$ cat src/rtl/clk_src_pkg.sv
package clk_src_pkg;
  localparam int REG_W  = 8;
  localparam int B_IE   = 7;
  localparam int B_NOLH = 6;
  localparam int B_PLL  = 5;
  localparam int B_SLOW = 4;
  localparam int B_MCS  = 2;
  localparam logic [REG_W-1:0] USED_MASK =
    REG_W'((1 << B_IE) | (1 << B_NOLH) | (1 << B_PLL) | (1 << B_SLOW) | (1 << B_MCS));

  typedef enum logic [1:0] {
    SYS_XTAL = 2'b00,
    SYS_SLOW = 2'b01,
    SYS_PLL  = 2'b10
  } sys_src_e;

  typedef struct packed {
    logic irq_en;
    logic no_limp;
    logic pll_sel;
    logic slow_sel;
    logic mod_sel;
  } ctl_fields_t;
endpackage

$ cat src/rtl/clk_src_rst_sync.sv
module clk_src_rst_sync #(
  parameter int STAGES = 2
) (
  input  logic clk,
  input  logic rst_n,
  output logic rst_n_sync_o
);
  logic [STAGES-1:0] chain_q;
  logic [STAGES-1:0] chain_nxt;

  generate
    if (STAGES == 1) begin : g_one
      assign chain_nxt = 1'b1;
    end else begin : g_many
      assign chain_nxt = {chain_q[STAGES-2:0], 1'b1};
    end
  endgenerate

  always_ff @(posedge clk or negedge rst_n) begin
    if (!rst_n) chain_q <= '0;
    else        chain_q <= chain_nxt;
  end

  assign rst_n_sync_o = chain_q[STAGES-1];
endmodule

$ cat src/rtl/clk_src_regs.sv
module clk_src_regs
  import clk_src_pkg::*;
(
  input  logic             clk,
  input  logic             rst_n,
  input  logic             sel_i,
  input  logic             wr_i,
  input  logic [REG_W-1:0] wdata_i,
  input  logic             pll_on_i,
  input  logic             sup_absent_i,
  input  logic             special_i,
  output ctl_fields_t      view_o,
  output logic [REG_W-1:0] rdata_o
);
  ctl_fields_t cur_q, cur_nxt;
  logic        once_q, once_nxt;
  logic        wr_hit;
  logic        upd_en;

  logic unused_wbits;
  assign unused_wbits = ^(wdata_i & ~USED_MASK);

  assign wr_hit = sel_i & wr_i;
  assign upd_en = wr_hit | sup_absent_i;

  always_comb begin
    cur_nxt  = cur_q;
    once_nxt = once_q;
    if (wr_hit) begin
      cur_nxt.irq_en   = wdata_i[B_IE];
      cur_nxt.slow_sel = wdata_i[B_SLOW];
      cur_nxt.mod_sel  = wdata_i[B_MCS];
      cur_nxt.pll_sel  = wdata_i[B_PLL] & pll_on_i;
      if (special_i || !once_q) cur_nxt.no_limp = wdata_i[B_NOLH];
      if (!special_i) once_nxt = 1'b1;
    end
    if (sup_absent_i) begin
      cur_nxt.pll_sel = 1'b0;
      cur_nxt.no_limp = 1'b1;
    end
  end

  always_ff @(posedge clk or negedge rst_n) begin
    if (!rst_n) begin
      cur_q  <= '0;
      once_q <= 1'b0;
    end else if (upd_en) begin
      cur_q  <= cur_nxt;
      once_q <= once_nxt;
    end
  end

  always_comb begin
    view_o = cur_q;
    if (sup_absent_i) begin
      view_o.pll_sel = 1'b0;
      view_o.no_limp = 1'b1;
    end
  end

  always_comb begin
    rdata_o         = '0;
    rdata_o[B_IE]   = view_o.irq_en;
    rdata_o[B_NOLH] = view_o.no_limp;
    rdata_o[B_PLL]  = view_o.pll_sel;
    rdata_o[B_SLOW] = view_o.slow_sel;
    rdata_o[B_MCS]  = view_o.mod_sel;
  end


  pll_gate_chk: assert property (@(posedge clk) disable iff (!rst_n)
    (sel_i && wr_i && wdata_i[B_PLL] && !pll_on_i) |=> !cur_q.pll_sel);


  once_lock_chk: assert property (@(posedge clk) disable iff (!rst_n)
    (once_q && !special_i && sel_i && wr_i && !sup_absent_i) |=> $stable(cur_q.no_limp));


  absent_force_chk: assert property (@(posedge clk) disable iff (!rst_n)
    sup_absent_i |-> (rdata_o[B_NOLH] && !rdata_o[B_PLL]));


  unused_zero_chk: assert property (@(posedge clk) disable iff (!rst_n)
    (rdata_o & ~USED_MASK) == '0);
endmodule

$ cat src/rtl/clk_src_eff.sv
module clk_src_eff
  import clk_src_pkg::*;
(
  input  ctl_fields_t view_i,
  input  logic        limp_i,
  output logic [1:0]  sys_sel_o,
  output logic        mod_sel_o
);
  logic pll_eff;

  assign pll_eff = limp_i | view_i.pll_sel;

  always_comb begin
    if (pll_eff)              sys_sel_o = SYS_PLL;
    else if (view_i.slow_sel) sys_sel_o = SYS_SLOW;
    else                      sys_sel_o = SYS_XTAL;
  end

  assign mod_sel_o = view_i.mod_sel & ~limp_i;
endmodule

$ cat src/rtl/clk_src_ctl.sv
module clk_src_ctl
  import clk_src_pkg::*;
#(
  parameter int RST_STAGES = 2
) (
  input  logic             clk,
  input  logic             rst_n,
  input  logic             sel_i,
  input  logic             wr_i,
  input  logic [REG_W-1:0] wdata_i,
  output logic [REG_W-1:0] rdata_o,
  input  logic             pll_on_i,
  input  logic             pll_sup_absent_i,
  input  logic             special_i,
  input  logic             limp_act_i,
  output logic [1:0]       sys_sel_o,
  output logic             mod_sel_o,
  output logic             limp_irq_en_o,
  output logic             no_limp_o
);
  logic        rst_n_s;
  ctl_fields_t view;

  clk_src_rst_sync #(.STAGES(RST_STAGES)) i_rst_sync (
    .clk          (clk),
    .rst_n        (rst_n),
    .rst_n_sync_o (rst_n_s)
  );

  clk_src_regs i_regs (
    .clk          (clk),
    .rst_n        (rst_n_s),
    .sel_i        (sel_i),
    .wr_i         (wr_i),
    .wdata_i      (wdata_i),
    .pll_on_i     (pll_on_i),
    .sup_absent_i (pll_sup_absent_i),
    .special_i    (special_i),
    .view_o       (view),
    .rdata_o      (rdata_o)
  );

  clk_src_eff i_eff (
    .view_i    (view),
    .limp_i    (limp_act_i),
    .sys_sel_o (sys_sel_o),
    .mod_sel_o (mod_sel_o)
  );

  assign limp_irq_en_o = view.irq_en;
  assign no_limp_o     = view.no_limp;


  limp_override_chk: assert property (@(posedge clk) disable iff (!rst_n_s)
    limp_act_i |-> (sys_sel_o == SYS_PLL && !mod_sel_o));


  pll_priority_chk: assert property (@(posedge clk) disable iff (!rst_n_s)
    rdata_o[B_PLL] |-> (sys_sel_o == SYS_PLL));


  policy_out_chk: assert property (@(posedge clk) disable iff (!rst_n_s)
    (no_limp_o == rdata_o[B_NOLH]) && (limp_irq_en_o == rdata_o[B_IE]));
endmodule

$ cat config.mk
export PLATFORM = sky130hd
export DESIGN_NAME = clk_src_ctl
export DESIGN_NICKNAME = d
export VERILOG_FILES = /design/src/rtl/clk_src_pkg.sv /design/src/rtl/clk_src_rst_sync.sv /design/src/rtl/clk_src_regs.sv /design/src/rtl/clk_src_eff.sv /design/src/rtl/clk_src_ctl.sv
export SDC_FILE = /design/constraint.sdc
export NUM_CORES = 1
export LEC_CHECK = 0
export BUFFER_PORTS_ARGS = -buffer_cell sky130_fd_sc_hd__buf_4
export CORE_AREA = 2 2 39 41
export DETAILED_ROUTE_END_ITERATION = 8
export DIE_AREA = 0 0 41 43
export SLEW_MARGIN = 20
export SYNTH_ARGS = -nofsm -noshare
export SYNTH_HDL_FRONTEND = slang
export SYNTH_SLANG_ARGS = --single-unit
$ cat constraint.sdc
create_clock -name clk -period 2.47 [get_ports clk]
set_input_delay 0.3705 -clock clk [delete_from_list [all_inputs] [get_ports clk]]
set_output_delay 0.3705 -clock clk [all_outputs]
set_load 0.005 [all_outputs]
# Word level (Yosys, flattened, before mapping)
# Index checks and enable logic that the tools add are counted.
# word_totals
out_inout_bits	13
register_bits	8
# classes
n_mux	6
n_reduce_logical	8
n_bitwise	7
# op_table
op	n
2-to-1 mux 2 bit	3
AND reduction 3 bit	2
2-to-1 mux 4 bit	1
AND reduction 2 bit	2
nonzero test 2 bit	2
bitwise AND 1 bit	3
2-to-1 mux 1 bit	2
NOT 1 bit	2
OR 1 bit	2
logical NOT 1 bit	1
logical OR 1 bit	1

# Longest topological paths before layout
# Gate-level depths: netlist of run 1.
# depth
depth_word	5
mapped_depth	3

# Cells and area by module
# From an unflattened synthesis of run 1, not the netlist that was laid out.
# unflattened
cells_unflattened	40
hier_area_um2	431.7
# by_module_without_submodules
mod	cells_per_inst	area_per_inst_um2	instances	seq_area_each_um2
clk_src_regs	33	350.3	1	150.1
clk_src_rst_sync	3	53.8	1	50.0
clk_src_eff	4	27.5	1	0.0

# Worst setup path before layout of run 1
# No wires, ideal clock.
# synth_timing
path_type	flip-flop to output port
startpoint	register i_regs.cur_q[2] in the netlist's numbering
endpoint	output port sys_sel_o[1]
path_stages_with_launch	4
slack_ps	1240
n_path_buf	1
arrival_time_ps	859
cell_sequence	dfrtp_1 -> nor2b_2 -> or2_4 -> buf_4
# synth_via
elab_chain_cells	3
# synth_rtl
element	line_no	source
start: declaration	clk_src_regs.sv:15	ctl_fields_t cur_q, cur_nxt;
start signal: assignment	clk_src_regs.sv:48	cur_q <= cur_nxt;
2-to-1 mux 2 bit	clk_src_regs.sv:55	if (sup_absent_i) begin
net rdata_o[5]	clk_src_ctl.sv:11	output logic [REG_W-1:0] rdata_o,
OR 1 bit	clk_src_eff.sv:11	assign pll_eff = limp_i | view_i.pll_sel;
net i_eff.pll_eff	clk_src_eff.sv:9	logic pll_eff;
2-to-1 mux 2 bit	clk_src_eff.sv:14	if (pll_eff) sys_sel_o = SYS_PLL;
end: declaration	clk_src_ctl.sv:16	output logic [1:0] sys_sel_o,
# The timed path passes the listed nets, and every way through them passes these cells.

# Worst setup path after layout of run 1
# layout_timing
startpoint	register i_regs.cur_q[2] in the netlist's numbering
endpoint	output port sys_sel_o[0]
# layout_via
elab_chain_cells	3
# layout_rtl
element	line_no
2-to-1 mux 2 bit	clk_src_regs.sv:55
OR 1 bit	clk_src_eff.sv:11
2-to-1 mux 2 bit	clk_src_eff.sv:14
# Every way passes these cells.

==> results.json, run 1 <==
{
  "ant_nets": 0,
  "rr_startpoint": "i_regs.once_q$_DFFE_PN0P_",
  "maxCapViolations": 0,
  "rows": 14,
  "worst-endpoint-arrival_ns": 1.17,
  "drt_iter0_drc": 0,
  "drc_errors": 0,
  "grt_usage_pct": 8.519,
  "die_area_um2": 1763,
  "finalHoldViolations": 0,
  "grt_pass1_vias": 251,
  "syn_inst": 37,
  "synthToLayoutAreaGrowth_pct": 41.90,
  "ys_ff_latch": 8,
  "preCtsSetupSlack_ns": 1.175,
  "start_util_pct": 28.48,
  "required_ns": 2.10,
  "final_common_cell": "buf_4",
  "clk_latency_ns": 0.25,
  "finalInstanceArea_um2": 559.3,
  "slowest_stage": "dfrtp_1",
  "globalRouteOverflowTotal": 0,
  "final_net_count": 75,
  "crit_type": "reg -> out",
  "cts_buffer_depth": 2,
  "cts_root_buf": "clkbuf_4",
  "die_width_um": 41,
  "slowest_delay_ns": 0.37,
  "htreeDepth": 1,
  "syn_area_um2": 394.1,
  "grt_max_degree": 7,
  "outcome": "finished, final reports clean",
  "worstPathMaxFanout": 2,
  "io_pins": 29,
  "gp_congestion": 0.6206,
  "fin_setup_tns_ns": 0,
  "startpoint": "i_regs.cur_q[2]$_DFFE_PN0P_",
  "clk_pin_slew_ns": 0.05,
  "fmax_mhz": 648.4,
  "finalCriticalPeriod_ns": 1.542,
  "timing.final.crit_share_pct": 62.44,
  "cp-start-kind": "register",
  "port_buffers": 22,
  "path_cells": "nor2b_2, or2_4, nor2_2, buf_4",
  "hold_slack_ns": 0.08711,
  "setup_viol": 0,
  "p_leak_uw": 0.0002754,
  "via_per_inst": 3.986,
  "cts_setup_buffers": 0,
  "drv_slew": 0,
  "die_y_um": 43,
  "diodes": 0,
  "drive_gt1_share_pct": 56.14,
  "layout_common_cells": "buf_4 (22), dfrtp_1 (8), conb_1 (4)",
  "irDropWorstVdd_mv": 0.3869,
  "yosysTopAreaCell": "dfrtp_1",
  "drtPass1Iterations": 1,
  "dpl_cell_area_um2": 526.8,
  "synth.area.top_cells": "dfrtp_1 (51%), buf_4 (15%), mux2_2 (8.6%)",
  "wl_per_cell_um": 8.740,
  "cts_tree": "done",
  "antenna_found_initial": 0,
  "syn_area_per_cell_um2": 10.65,
  "wirelength_um": 638,
  "coreArea_um2": 1384,
  "yosys.area.top_type_share_pct": 50.79,
  "grt_pass1_wl_um": 972,
  "ys_seq_area_share_pct": 50.79,
  "rsz0062_at_grt": "no",
  "cts_sinks": 8,
  "powerDensity_nw_per_um2": 545.3,
  "setup_ws_ns": 0.9278,
  "cp-end-kind": "output pin",
  "cts_buffers": 3,
  "vias": 291,
  "place.detailed.hpwl_um": 535.6,
  "ys.warnings.count": 0,
  "fin_skew_ns": 0.005420,
  "ys_types": 16,
  "hold_class": "reg -> async"
}
-- cell families after synthesis --
| group | share of synthesized area, % |
|---|---|
| DFF | 50.79 |
| muxes | 11.11 |
| other | 1.905 |
| AOI/OAI and AO/OA | 4.445 |
| buffers and inverters | 18.10 |
| and+or+nand+nor | 13.66 |
-- sequential cells by signal, indices dropped and copies added (netlist names) --
| register | flops |
|---|---|
| i_regs.cur_q | 2 |
| i_regs.once_q | 1 |
| i_regs.rdata_o | 3 |
| i_rst_sync.chain_q | 2 |
-- where the power goes --
group	internal, µW	switching (µW)	total (µW)
sequential	141	7.33	149
clock	55.3	39.9	95.2
combinational	41.4	19.6	61.0
-- timing repair --
| item | 4_1_cts | 5_1_grt |
|---|---|---|
| hold buffers | 1 | 0 |
| gates resized for setup | 0 | 0 |
| hold endpoints to repair | 2 | 0 |
-- worst paths after layout --
check	endpoint	slack, ns	cells after the start
worst max-delay path	sys_sel_o[0]	0.93	4
worst min-delay path	i_regs.rdata_o[7]$_DFFE_PN0P_	0.09	0
worst max register to register	i_regs.cur_q[3]$_DFFE_PN0P_	1.66	2
worst min register to register	i_regs.rdata_o[7]$_DFFE_PN0P_	0.09	0
max in group asynchronous	i_rst_sync.chain_q[0]$_DFF_PN0_	1.94	2
min in group clk	i_regs.cur_q[2]$_DFFE_PN0P_	0.30	2
-- metrics by stage --
stage / std cells / power (µW) / util, %
floorplan: 39 / 185.1 / -
global placement: 69 / 210.7 / 38.07
detailed placement: 69 / 212.3 / 38.07
CTS: 73 / 312.3 / 40.42
global route: 73 / 330.3 / 40.42
finish: 73 / 305.0 / 40.42
-- layout make-up --
| cell class | instances | area [µm²] |
|---|---|---|
| repair buffers | 23 | 175.2 |
| inverters | 3 | 11.26 |
| flip-flops and latches | 8 | 200.2 |
| well taps | 16 | 20.02 |
| clock buffers | 3 | 22.52 |
| multi-input cells | 20 | 130.1 |
| fillers | 138 | 824.5 |
-- layer usage --
metal / track usage (%) / wire length [µm] / part of all wire [%] / vias to the layer above
met3: 6.283 / 77 / 12 / 0
met4: 2.000 / 0 / 0 / 0
met2: 13.13 / 320 / 50 / 15
met1: 8.970 / 239 / 37 / 132
li1: - / - / - / 144
met5: 0 / 0 / 0 / -
-- cells in the mapped netlist --
master    count
o21bai_1      1
inv_1         3
nor2b_1       1
conb_1        2
or2_4         1
mux2_2        3
buf_4         8
nor2b_2       1
dfrtp_1       8
a21oi_1       2
nand2_1       1
nand2_2       1
mux2i_1       1
nor2_1        2
nor2_2        1
nand4_1       1
-- critical path: cells and delay by family, from the launching register on --
| family | cells | cell delay (ns) |
|---|---|---|
| simple gates | 3 | 0.46 |
| buf+inv | 1 | 0.10 |
| flops | 1 | 0.37 |
Note: power is estimated with default switching activity, not from simulation.
==> run 2: changes to the inputs <==
Clock period 2.47 ns to 1.35 ns, I/O delays scaled along.
==> run 2 against run 1 <==
Compared with the run above:
- register-to-register slack got worse by 1.1 ns
- sequential share of layout area down 0.32 points
- first-iteration DRC count unchanged
- critical path depth did not move
- sequential cell count unchanged
- routed wire length fell by 0.16%
- via count unchanged
- clock skew is the same
- die area did not move
- design area is 0.89% higher
- critical endpoint unchanged
- largest power group unchanged
==> results.json, run 2 (synthesized netlist as in run 1, its figures left out) <==
{
  "hold_class": "reg -> async",
  "final_net_count": 75,
  "drc_errors": 0,
  "port_buffers": 22,
  "gp_congestion": 0.6206,
  "ant_nets": 0,
  "die_y_um": 43,
  "path_cells": "nor2b_4, or2_4, nor2_2, buf_4",
  "drtPass1Iterations": 1,
  "worstPathMaxFanout": 2,
  "via_per_inst": 3.986,
  "drt_iter0_drc": 0,
  "wirelength_um": 637,
  "fin_skew_ns": 0.005420,
  "diodes": 0,
  "layout_common_cells": "buf_4 (22), dfrtp_1 (8), conb_1 (4)",
  "largest_reg_flops": 3,
  "cts_buffers": 3,
  "cts_sinks": 8,
  "die_width_um": 41,
  "p_leak_uw": 0.0002759,
  "grt_pass1_wl_um": 972,
  "rows": 14,
  "worst-endpoint-arrival_ns": 1.14,
  "required_ns": 1.15,
  "synthToLayoutAreaGrowth_pct": 43.17,
  "globalRouteOverflowTotal": 0,
  "fin_util_pct": 40.78,
  "finalPower_uw": 559.1,
  "rsz0062_at_grt": "yes",
  "finalInstanceArea_um2": 564.3,
  "start_util_pct": 28.48,
  "finalHoldViolations": 0,
  "final_common_cell": "buf_4",
  "rrSetupSlack_ns": 0.54,
  "cts_tree": "done",
  "cp-start-kind": "register",
  "antenna_found_initial": 0,
  "outcome": "finished, final reports clean",
  "startpoint": "i_regs.cur_q[2]$_DFFE_PN0P_",
  "place.detailed.hpwl_um": 535.6,
  "grt_usage_pct": 8.519,
  "reg2reg_depth": 2,
  "die_area_um2": 1763,
  "cts_root_buf": "clkbuf_4",
  "powerDensity_nw_per_um2": 990.9,
  "clk_latency_ns": 0.25,
  "irDropWorstVdd_mv": 0.7079,
  "crit_type": "reg -> out",
  "drive_gt1_share_pct": 56.14,
  "htreeDepth": 1,
  "grt_max_degree": 7,
  "slowest_stage": "dfrtp_1",
  "cts_buffer_depth": 2,
  "cts_setup_buffers": 0,
  "dpl_cell_area_um2": 526.8,
  "vias": 291,
  "io_pins": 29,
  "drv_slew": 0,
  "setup_viol": 0,
  "r2r-end": "i_regs.cur_q[3]$_DFFE_PN0P_",
  "grt_pass1_vias": 251,
  "coreArea_um2": 1384,
  "timing.final.crit_share_pct": 99.68,
  "slowest_delay_ns": 0.37,
  "maxCapViolations": 0,
  "clk_pin_slew_ns": 0.05,
  "fmax_mhz": 743.1,
  "rr_startpoint": "i_regs.once_q$_DFFE_PN0P_",
  "cp-end-kind": "output pin",
  "crit_path_end": "sys_sel_o[0]",
  "wl_per_cell_um": 8.726,
  "finalCriticalPeriod_ns": 1.346
}
run 2: cell count changes in the layout (fill, tap and decap cells not counted):
| cell | delta |
|---|---|
| nor2b_2 | -1 |
| nor2b_4 | +1 |
run 2: power breakdown:
| group | switching, µW | internal (µW) | leakage, µW |
|---|---|---|---|
| Clock | 73.1 | 101 | 0.0000138 |
| Combinational | 36.5 | 76.2 | 0.000172 |
| Sequential | 13.5 | 259 | 0.0000902 |
| Total | 123 | 436 | 0.000276 |
run 2: through the flow:
stage                     instances  hold WS [ns]  TNS (ns)  setup slack (ns)
final                            73       0.08711         0          0.004307
after global routing             73        0.1121  -0.05078          -0.04953
after CTS                        73        0.1001  -0.01005          -0.01005
after detailed placement         69      -0.01355         0            0.2390
after global placement           69      -0.01439         0            0.2412
after floorplan                  39      -0.09309         0            0.2883
run 2: repair_timing:
action | 4_1_cts | 5_1_grt
resized for setup | 1 | 0
hold endpoints to repair | 2 | 0
setup endpoints to repair | 1 | 2
hold buffers | 1 | 0
gates cloned | 0 | 0
run 2: cell type report:
cell class | instances | area [µm²]
Tap cell | 16 | 20.02
Timing Repair Buffer | 23 | 175.2
Fill cell | 138 | 819.5
Sequential cell | 8 | 200.2
Inverter | 3 | 11.26
Clock buffer | 3 | 22.52
Multi-Input combinational cell | 20 | 135.1
run 2: how the worst min path moves through the flow:
stage,endpoint,slack (ns),cells after the start
floorplan,i_rst_sync.chain_q[0]$_DFF_PN0_,-0.09,0
global placement,i_rst_sync.chain_q[0]$_DFF_PN0_,-0.01,1
finish,i_regs.rdata_o[7]$_DFFE_PN0P_,0.09,0
detailed placement,i_rst_sync.chain_q[0]$_DFF_PN0_,-0.01,1
CTS,i_regs.rdata_o[7]$_DFFE_PN0P_,0.10,0
global route,i_regs.rdata_o[7]$_DFFE_PN0P_,0.11,0
run 2: per-layer routing:
| metal | GRT usage (%) | up-vias | wire length, µm |
|---|---|---|---|
| met1 | 8.970 | 132 | 238 |
| met3 | 6.283 | 0 | 77 |
| met5 | 0 | - | 0 |
| met4 | 2.000 | 0 | 0 |
| met2 | 13.13 | 15 | 321 |
| li1 | - | 144 | - |
run 2: worst max-delay path, delay by kind of cell, from the launching register on:
kind                   cells  cell delay [ns]
AND/OR/NAND/NOR            3             0.42
buffers and inverters      1             0.10
flip-flops                 1             0.37
